==> src/rtl/vsq_pkg.sv <==
package vsq_pkg;

    typedef enum logic [2:0] {
        ST_IDLE,
        ST_SYNC,
        ST_HBP,
        ST_PIX,
        ST_HFP,
        ST_FILL
    } vsq_state_t;

    typedef enum logic [1:0] {
        FMT_565  = 2'd0,
        FMT_666P = 2'd1,
        FMT_888  = 2'd2,
        FMT_888X = 2'd3
    } vsq_fmt_t;

    localparam logic [7:0] DT_VSYNC_START = 8'h01;
    localparam logic [7:0] DT_HSYNC_START = 8'h21;
    localparam logic [7:0] DT_BLANKING    = 8'h19;
    localparam logic [7:0] DT_PIX_16      = 8'h0E;
    localparam logic [7:0] DT_PIX_18P     = 8'h1E;
    localparam logic [7:0] DT_PIX_24      = 8'h3E;

endpackage

==> src/rtl/vsq_timing_shadow.sv <==
module vsq_timing_shadow
    import vsq_pkg::*;
#(
    parameter int H_W = 12,
    parameter int B_W = 16,
    parameter int V_W = 11
) (
    input  logic           clk,
    input  logic           rst_n,
    input  logic           load,
    input  logic [H_W-1:0] cfg_hact,
    input  logic [1:0]     cfg_fmt,
    input  logic [B_W-1:0] cfg_hbp,
    input  logic [B_W-1:0] cfg_hfp,
    input  logic [V_W-1:0] cfg_vsa,
    input  logic [V_W-1:0] cfg_vbp,
    input  logic [V_W-1:0] cfg_vact,
    input  logic [V_W-1:0] cfg_vfp,
    output logic [B_W-1:0] sh_hbp,
    output logic [B_W-1:0] sh_hfp,
    output logic [V_W-1:0] sh_vsa,
    output logic [V_W-1:0] sh_vbp,
    output logic [V_W-1:0] sh_vact,
    output logic [V_W-1:0] sh_vfp,
    output logic [B_W-1:0] pix_wc,
    output logic [7:0]     pix_dt,
    output logic [B_W-1:0] fill_wc
);

    localparam int PW = H_W + 4;
    localparam int SW = ((PW > B_W) ? PW : B_W) + 2;
    localparam logic [SW-1:0] BYTE_MAX = {{(SW-B_W){1'b0}}, {B_W{1'b1}}};

    logic [H_W-1:0] sh_hact;
    vsq_fmt_t       sh_fmt;

    always_ff @(posedge clk) begin
        if (!rst_n) begin
            sh_hact <= '0;
            sh_fmt  <= FMT_565;
            sh_hbp  <= '0;
            sh_hfp  <= '0;
            sh_vsa  <= '0;
            sh_vbp  <= '0;
            sh_vact <= '0;
            sh_vfp  <= '0;
        end else if (load) begin
            sh_hact <= cfg_hact;
            sh_fmt  <= vsq_fmt_t'(cfg_fmt);
            sh_hbp  <= cfg_hbp;
            sh_hfp  <= cfg_hfp;
            sh_vsa  <= cfg_vsa;
            sh_vbp  <= cfg_vbp;
            sh_vact <= cfg_vact;
            sh_vfp  <= cfg_vfp;
        end
    end

    // Payload sizing: shifts and adds only, no multiplier.
    logic [PW-1:0] w_ext;
    logic [PW-1:0] raw_len;
    logic [SW-1:0] raw_x;
    logic [SW-1:0] fill_x;

    assign w_ext = PW'(sh_hact);

    always_comb begin
        unique case (sh_fmt)
            FMT_565:  begin raw_len = w_ext << 1;                    pix_dt = DT_PIX_16;  end
            FMT_666P: begin raw_len = (w_ext + (w_ext << 3)) >> 2;   pix_dt = DT_PIX_18P; end
            default:  begin raw_len = w_ext + (w_ext << 1);          pix_dt = DT_PIX_24;  end
        endcase
    end

    assign raw_x   = SW'(raw_len);
    assign pix_wc  = (raw_x > BYTE_MAX) ? {B_W{1'b1}} : raw_x[B_W-1:0];
    assign fill_x  = SW'(sh_hbp) + SW'(pix_wc) + SW'(sh_hfp);
    assign fill_wc = (fill_x > BYTE_MAX) ? {B_W{1'b1}} : fill_x[B_W-1:0];

    // shadow copy changes only on a frame-start load
    p_shadow_hold_r9: assert property (@(posedge clk) disable iff (!rst_n)
        !load |=> ($stable(sh_hact) && $stable(sh_fmt) && $stable(sh_hbp) && $stable(sh_hfp)
                   && $stable(sh_vsa) && $stable(sh_vbp) && $stable(sh_vact) && $stable(sh_vfp)));

endmodule

==> src/rtl/vsq_line_tracker.sv <==
module vsq_line_tracker #(
    parameter int V_W = 11
) (
    input  logic           clk,
    input  logic           rst_n,
    input  logic           clr,
    input  logic           adv,
    input  logic [V_W-1:0] vsa,
    input  logic [V_W-1:0] vbp,
    input  logic [V_W-1:0] vact,
    input  logic [V_W-1:0] vfp,
    output logic           line_first,
    output logic           line_active,
    output logic           line_last
);

    localparam int CW = V_W + 2;

    logic [CW-1:0] line_idx;
    logic [CW-1:0] act_lo;
    logic [CW-1:0] act_hi;
    logic [CW-1:0] total;

    always_ff @(posedge clk) begin
        if (!rst_n) begin
            line_idx <= '0;
        end else if (clr) begin
            line_idx <= '0;
        end else if (adv) begin
            line_idx <= line_idx + CW'(1);
        end
    end

    assign act_lo      = CW'(vsa) + CW'(vbp);
    assign act_hi      = act_lo + CW'(vact);
    assign total       = act_hi + CW'(vfp);
    assign line_first  = (line_idx == '0);
    assign line_active = (line_idx >= act_lo) && (line_idx < act_hi);
    assign line_last   = (total == '0) || (line_idx == total - CW'(1));

    // line index stays inside the frame described by the shadow
    p_line_range_r4: assert property (@(posedge clk) disable iff (!rst_n)
        (total == '0) ? (line_idx == '0) : (line_idx < total));

    // a frame restart and a line advance never coincide
    p_clr_adv_excl_r8: assert property (@(posedge clk) disable iff (!rst_n)
        !(clr && adv));

endmodule

==> src/rtl/vsq_req_fsm.sv <==
module vsq_req_fsm
    import vsq_pkg::*;
#(
    parameter int B_W = 16
) (
    input  logic           clk,
    input  logic           rst_n,
    input  logic           enable,
    input  logic           req_ready,
    input  logic           line_first,
    input  logic           line_active,
    input  logic           line_last,
    input  logic [B_W-1:0] hbp_wc,
    input  logic [B_W-1:0] hfp_wc,
    input  logic [B_W-1:0] pix_wc,
    input  logic [B_W-1:0] fill_wc,
    input  logic [7:0]     pix_dt,
    output logic           req_valid,
    output logic [7:0]     req_dtype,
    output logic [B_W-1:0] req_wc,
    output logic           req_long,
    output logic           frame_go,
    output logic           line_adv
);

    vsq_state_t state;
    vsq_state_t nxt;
    vsq_state_t line_end_to;
    logic       hs;
    logic       eol;

    assign hs = req_valid && req_ready;

    always_ff @(posedge clk) begin
        if (!rst_n) begin
            state <= ST_IDLE;
        end else begin
            state <= nxt;
        end
    end

    always_comb begin
        nxt         = state;
        eol         = 1'b0;
        line_end_to = (line_last && !enable) ? ST_IDLE : ST_SYNC;
        unique case (state)
            ST_IDLE: begin
                if (enable) nxt = ST_SYNC;
            end
            ST_SYNC: begin
                if (hs) begin
                    if (line_active) begin
                        nxt = (hbp_wc != '0) ? ST_HBP : ST_PIX;
                    end else if (fill_wc != '0) begin
                        nxt = ST_FILL;
                    end else begin
                        eol = 1'b1;
                        nxt = line_end_to;
                    end
                end
            end
            ST_HBP: begin
                if (hs) nxt = ST_PIX;
            end
            ST_PIX: begin
                if (hs) begin
                    if (hfp_wc != '0) begin
                        nxt = ST_HFP;
                    end else begin
                        eol = 1'b1;
                        nxt = line_end_to;
                    end
                end
            end
            ST_HFP, ST_FILL: begin
                if (hs) begin
                    eol = 1'b1;
                    nxt = line_end_to;
                end
            end
            default: nxt = ST_IDLE;
        endcase
        frame_go = ((state == ST_IDLE) && enable) || (eol && line_last && enable);
        line_adv = eol && !line_last;
    end

    always_comb begin
        req_valid = 1'b1;
        req_dtype = DT_BLANKING;
        req_wc    = '0;
        req_long  = 1'b1;
        unique case (state)
            ST_IDLE: begin
                req_valid = 1'b0;
                req_dtype = 8'h00;
                req_long  = 1'b0;
            end
            ST_SYNC: begin
                req_dtype = line_first ? DT_VSYNC_START : DT_HSYNC_START;
                req_long  = 1'b0;
            end
            ST_HBP:  req_wc = hbp_wc;
            ST_PIX: begin
                req_dtype = pix_dt;
                req_wc    = pix_wc;
            end
            ST_HFP:  req_wc = hfp_wc;
            ST_FILL: req_wc = fill_wc;
            default: begin
                req_valid = 1'b0;
                req_long  = 1'b0;
            end
        endcase
    end

    // a stalled request is held unchanged
    p_hold_r7: assert property (@(posedge clk) disable iff (!rst_n)
        (req_valid && !req_ready) |=> (req_valid && $stable(req_dtype)
                                       && $stable(req_wc) && $stable(req_long)));

    // short requests are sync starts with no word count
    p_short_sync_r3: assert property (@(posedge clk) disable iff (!rst_n)
        (req_valid && !req_long) |-> ((req_wc == '0) &&
            ((req_dtype == DT_VSYNC_START) || (req_dtype == DT_HSYNC_START))));

    // back-to-back frames: the next frame opens with a vertical sync start
    p_gapless_r8: assert property (@(posedge clk) disable iff (!rst_n)
        (frame_go && (state != ST_IDLE)) |=> (req_valid && (req_dtype == DT_VSYNC_START)));

    // pixel packets only on lines the tracker marks active
    p_pix_active_r4: assert property (@(posedge clk) disable iff (!rst_n)
        (state == ST_PIX) |-> line_active);

endmodule

==> src/rtl/video_sync_sequencer.sv <==
module video_sync_sequencer #(
    parameter int H_W = 12,
    parameter int B_W = 16,
    parameter int V_W = 11
) (
    input  logic           clk,
    input  logic           rst_n,
    input  logic           enable,
    input  logic [H_W-1:0] cfg_hact,
    input  logic [1:0]     cfg_fmt,
    input  logic [B_W-1:0] cfg_hbp_bytes,
    input  logic [B_W-1:0] cfg_hfp_bytes,
    input  logic [V_W-1:0] cfg_vsa,
    input  logic [V_W-1:0] cfg_vbp,
    input  logic [V_W-1:0] cfg_vact,
    input  logic [V_W-1:0] cfg_vfp,
    input  logic           req_ready,
    output logic           req_valid,
    output logic [7:0]     req_dtype,
    output logic [B_W-1:0] req_wc,
    output logic           req_long
);

    logic           frame_go;
    logic           line_adv;
    logic           line_first;
    logic           line_active;
    logic           line_last;
    logic [B_W-1:0] sh_hbp;
    logic [B_W-1:0] sh_hfp;
    logic [V_W-1:0] sh_vsa;
    logic [V_W-1:0] sh_vbp;
    logic [V_W-1:0] sh_vact;
    logic [V_W-1:0] sh_vfp;
    logic [B_W-1:0] pix_wc;
    logic [7:0]     pix_dt;
    logic [B_W-1:0] fill_wc;

    vsq_timing_shadow #(.H_W(H_W), .B_W(B_W), .V_W(V_W)) u_shadow (
        .clk      (clk),
        .rst_n    (rst_n),
        .load     (frame_go),
        .cfg_hact (cfg_hact),
        .cfg_fmt  (cfg_fmt),
        .cfg_hbp  (cfg_hbp_bytes),
        .cfg_hfp  (cfg_hfp_bytes),
        .cfg_vsa  (cfg_vsa),
        .cfg_vbp  (cfg_vbp),
        .cfg_vact (cfg_vact),
        .cfg_vfp  (cfg_vfp),
        .sh_hbp   (sh_hbp),
        .sh_hfp   (sh_hfp),
        .sh_vsa   (sh_vsa),
        .sh_vbp   (sh_vbp),
        .sh_vact  (sh_vact),
        .sh_vfp   (sh_vfp),
        .pix_wc   (pix_wc),
        .pix_dt   (pix_dt),
        .fill_wc  (fill_wc)
    );

    vsq_line_tracker #(.V_W(V_W)) u_lines (
        .clk         (clk),
        .rst_n       (rst_n),
        .clr         (frame_go),
        .adv         (line_adv),
        .vsa         (sh_vsa),
        .vbp         (sh_vbp),
        .vact        (sh_vact),
        .vfp         (sh_vfp),
        .line_first  (line_first),
        .line_active (line_active),
        .line_last   (line_last)
    );

    vsq_req_fsm #(.B_W(B_W)) u_fsm (
        .clk         (clk),
        .rst_n       (rst_n),
        .enable      (enable),
        .req_ready   (req_ready),
        .line_first  (line_first),
        .line_active (line_active),
        .line_last   (line_last),
        .hbp_wc      (sh_hbp),
        .hfp_wc      (sh_hfp),
        .pix_wc      (pix_wc),
        .fill_wc     (fill_wc),
        .pix_dt      (pix_dt),
        .req_valid   (req_valid),
        .req_dtype   (req_dtype),
        .req_wc      (req_wc),
        .req_long    (req_long),
        .frame_go    (frame_go),
        .line_adv    (line_adv)
    );

endmodule

==> config.mk <==
export PLATFORM = sky130hd
export DESIGN_NAME = video_sync_sequencer
export DESIGN_NICKNAME = d
export VERILOG_FILES = /design/src/rtl/vsq_pkg.sv /design/src/rtl/vsq_timing_shadow.sv /design/src/rtl/vsq_line_tracker.sv /design/src/rtl/vsq_req_fsm.sv /design/src/rtl/video_sync_sequencer.sv
export SDC_FILE = /design/constraint.sdc
export NUM_CORES = 1
export LEC_CHECK = 0
export ABC_CLOCK_PERIOD_IN_PS = 8200
export BUFFER_PORTS_ARGS = -buffer_cell sky130_fd_sc_hd__clkbuf_2
export CORE_UTILIZATION = 40
export CTS_CLUSTER_DIAMETER = 200
export CTS_CLUSTER_SIZE = 16
export DETAILED_ROUTE_END_ITERATION = 12
export PLACE_DENSITY = 0.69
export SETUP_SLACK_MARGIN = 0.2
export SYNTH_ARGS = -nofsm -noshare
export SYNTH_HDL_FRONTEND = slang
export SYNTH_HIERARCHICAL = 1
export SYNTH_SLANG_ARGS = --single-unit
==> constraint.sdc <==
create_clock -name clk -period 8.2 [get_ports clk]
set_input_delay 0.41 -clock clk [delete_from_list [all_inputs] [get_ports clk]]
set_output_delay 0.41 -clock clk [all_outputs]
set_load 0.02 [all_outputs]
==> impl_summary.log <==
INFO  metric synth.cell_area = 9600 um2
INFO  metric fin_util = 45.8%
INFO  metric synthesis.yosys.warnings = 6
INFO  metric cp-end-kind = flop
INFO  metric reg2reg_slack = 0.64 ns
INFO  metric layout.cells.most_common = sky130_fd_sc_hd__clkbuf_2
INFO  metric postSynthCellCount = 1110
INFO  metric timing.setup.critical_path_class = reg2reg
INFO  metric rsz0062_at_grt = no
INFO  metric power.switching_fraction = 45.2%
INFO  metric core-area = 23500 um2
INFO  metric max_cap_violations = 0
INFO  metric mostFrequentLayoutCells = 117 x sky130_fd_sc_hd__clkbuf_2, 106 x sky130_fd_sc_hd__dfxtp_1, 98 x sky130_fd_sc_hd__nor2b_1
INFO  metric critical-path-slowest-cell = sky130_fd_sc_hd__or4b_1
INFO  metric cp.required = 8.48 ns
INFO  metric post-dp-hpwl = 19200 um
INFO  metric port_buffers = 117
INFO  metric critical_path.max_stage_delay = 0.48 ns
INFO  metric ant_nets = 0
INFO  metric timing.final.max_slew_violations = 0
INFO  metric num-nets-final = 1407
INFO  metric seq_area_frac_synth = 22.1%
INFO  metric buffer_type_at_the_clock_tree_root = sky130_fd_sc_hd__clkbuf_16
INFO  metric synth_edf_count = 0
INFO  metric cp_data_arrival_time = 7.84 ns
INFO  metric grt_usage = 20.7%
INFO  metric clk_transition_reported_paths = 0.08 ns
INFO  metric clockPowerShare = 16.3%
INFO  metric drc = 0
INFO  metric worst_pin_slew = 1.27 ns
INFO  metric 1st_pass_router_iterations = 5
INFO  metric timing_hold_violations_final = 0
INFO  metric detail_route.wl_per_cell = 16.4 um
INFO  metric async_reset_ff_share = 0%
INFO  metric die_height = 157 um
INFO  metric clockBufferDepth = 2
INFO  metric launching_element_type_of_the_critical_path = flop
INFO  metric power.share.combinational = 60.8%
INFO  metric dieArea = 24600 um2
INFO  metric grt_antenna_before_repair = 0
INFO  metric power.density_cell_area = 272 nW/um2
INFO  metric die_width = 157 um
INFO  metric avg_cell_area_syn = 8.65 um2
INFO  metric achievable_freq = 132 MHz
INFO  metric via_count = 8293
INFO  metric synth.distinct_cells = 87
INFO  metric htree_depth = 3
INFO  metric area_growth_syn_to_layout = 12.4%
INFO  metric finalPower = 2940 uW
INFO  metric first_pass_grt_wire_length = 40400 um
INFO  metric global_route.overflow_total = 0
INFO  metric setup-tns-final = 0 ns
INFO  metric skew = 0.0119 ns
INFO  metric p_seq_share = 23.0%
INFO  metric worstHoldPathType = in2reg
INFO  metric tritoncts_clock_tree = done
INFO  metric crit_fanout = 8
INFO  metric std_cell_rows = 56
INFO  metric io_pins = 120
INFO  metric antenna_cells = 0
INFO  metric clock_insertion_delay_worst_skew = 0.37 ns
INFO  metric switchingPower = 1330 uW
INFO  metric fin_crit_sh = 92.2%
INFO  metric grt_pass1_vias = 7914
INFO  metric drt-total-wl = 25000 um
INFO  metric drive_above_1_share = 16.8%
INFO  metric endpoints_failing_setup = 0
INFO  metric final_period_minus_worst_setup_slack = 7.56 ns
INFO  metric ys_seq_elements = 106
INFO  metric drt-initial-drc-count = 596
INFO  metric maximum_number_of_pins_on_one_net_before_global_route_repair = 95
INFO  metric status = finished clean
INFO  metric numCtsBuffers = 9
INFO  metric power.leakage = 0.00496 uW
INFO  metric relSlewSlack = 15.2%
INFO  metric route.detailed.vias_per_inst = 5.43
INFO  metric gp_congestion = 0.937
INFO  metric initial_core_util = 40.8%
INFO  metric internal = 1610 uW
INFO  metric cts.sinks = 106
INFO  metric max-vdd-ir-drop = 0.151 mV
INFO  metric synth_top_flop_cell = sky130_fd_sc_hd__dfxtp_1
## cells in the mapped netlist, types with 3 or more instances
master / number / area [um2]
sky130_fd_sc_hd__inv_1: 44 / 165
sky130_fd_sc_hd__xor2_1: 25 / 219
sky130_fd_sc_hd__nor4b_1: 3 / 26.3
sky130_fd_sc_hd__a2111oi_0: 5 / 43.8
sky130_fd_sc_hd__or2_2: 3 / 18.8
sky130_fd_sc_hd__or3_1: 8 / 50.1
sky130_fd_sc_hd__or4_1: 3 / 22.5
sky130_fd_sc_hd__a22oi_1: 16 / 120
sky130_fd_sc_hd__a21oi_1: 58 / 290
sky130_fd_sc_hd__o31ai_1: 3 / 22.5
sky130_fd_sc_hd__a211oi_1: 12 / 90.1
sky130_fd_sc_hd__buf_1: 7 / 26.3
sky130_fd_sc_hd__and2_1: 6 / 37.5
sky130_fd_sc_hd__nor3_1: 21 / 105
sky130_fd_sc_hd__ha_1: 92 / 1150
sky130_fd_sc_hd__a21o_1: 38 / 285
sky130_fd_sc_hd__a31oi_1: 3 / 18.8
sky130_fd_sc_hd__nor4_1: 17 / 106
sky130_fd_sc_hd__buf_2: 3 / 15.0
sky130_fd_sc_hd__mux2i_1: 92 / 921
sky130_fd_sc_hd__nand2_1: 83 / 312
sky130_fd_sc_hd__nand4_1: 13 / 81.3
sky130_fd_sc_hd__nor2_1: 44 / 165
sky130_fd_sc_hd__o21ai_1: 10 / 50.1
sky130_fd_sc_hd__o311a_1: 3 / 30.0
sky130_fd_sc_hd__clkbuf_1: 30 / 113
sky130_fd_sc_hd__fa_1: 19 / 380
sky130_fd_sc_hd__o21a_1: 15 / 113
sky130_fd_sc_hd__xnor2_1: 42 / 368
sky130_fd_sc_hd__nand2b_1: 14 / 87.6
sky130_fd_sc_hd__o21ai_0: 40 / 200
sky130_fd_sc_hd__and3_1: 9 / 56.3
sky130_fd_sc_hd__o21bai_1: 8 / 60.1
sky130_fd_sc_hd__nand3_1: 12 / 60.1
sky130_fd_sc_hd__nor2b_1: 99 / 619
sky130_fd_sc_hd__dfxtp_1: 106 / 2120
sky130_fd_sc_hd__o211ai_1: 8 / 60.1
sky130_fd_sc_hd__buf_4: 10 / 75.1
sky130_fd_sc_hd__mux2_2: 28 / 315
## metrics by stage
step / hold WS [ns] / instances / setup slack [ns] / area, um2
after floorplan: 0.487 / 1116 / 0.953 / 9630
after global placement: 0.505 / 1507 / 0.429 / 10400
after detailed placement: 0.511 / 1507 / 0.183 / 10400
after CTS: 0.288 / 1523 / 0.361 / 10800
after global routing: 0.307 / 1526 / 0.207 / 10800
final: 0.295 / 1526 / 0.641 / 10800
## worst max-delay path, delay by kind of cell, from the launching register on
| family | cells | cell delay [ns] |
|---|---|---|
| fa+ha+maj | 4 | 1.47 |
| flops | 1 | 0.37 |
| mux | 1 | 0.35 |
| buf+inv | 1 | 0.23 |
| simple gates | 13 | 3.06 |
| compound gates | 9 | 2.01 |
## state kept, by name (all words and copies together) (netlist names)
name,cells
u_shadow/sh_vfp,11
u_shadow/sh_hact,12
u_shadow/sh_hbp,16
u_shadow/sh_hfp,16
u_shadow/sh_vact,11
u_lines/line_idx,13
u_shadow/sh_fmt,2
u_fsm/state,3
u_shadow/sh_vbp,11
u_shadow/sh_vsa,11
## power groups by stage
stage	clock network [uW]	logic, uW	registers, uW
final	478	1790	675
after global routing	506	1980	688
after detailed placement	0	1750	687
after CTS	492	1770	676
after global placement	0	1720	686
after floorplan	0	1420	653
## kinds of logic after synthesis
kind of cell	Yosys count	share of synthesized area, %
and+or+nand+nor	352	20.0
other	2	0.0782
AOI/OAI and AO/OA	254	18.2
xor gates and xnor gates	68	6.28
buffers and inverters	97	4.50
adders and majority gates	111	15.9
DFF	106	22.1
muxes	120	12.9
## timing repair
action,CTS,global route
setup endpoints to repair,4,99
pin swaps,0,3
setup buffers,0,3
gates cloned,0,0
gates resized for setup,1,5
hold buffers,0,0
## cell type report
type                    count  area [um2]
inverters                  44         165
fillers                  2361       12700
flip-flops and latches    106        2120
clock buffers               9         225
clock inverters             7        95.1
multi-input cells         913        7100
repair buffers            128         684
well taps                 319         399
## final timing paths
path | startpoint | to | depth (start not counted)
hold reg to reg | u_shadow/sh_vact[10] | u_shadow/sh_vact[10] | 2
setup / recovery | u_shadow/sh_fmt[0] | u_lines/line_idx[12] | 28
setup reg to reg | u_shadow/sh_fmt[0] | u_lines/line_idx[12] | 28
hold / removal | cfg_vbp[7] | u_shadow/sh_vbp[7] | 3
## metal layers
metal	wire, um	global-route usage (%)	vias to the layer above
met5	0	0	-
met1	12400	29.1	3903
met3	1060	2.56	33
met2	10800	32.1	189
li1	-	-	4168
met4	655	7.75	0
Note: power is estimated with default switching activity, not from simulation.
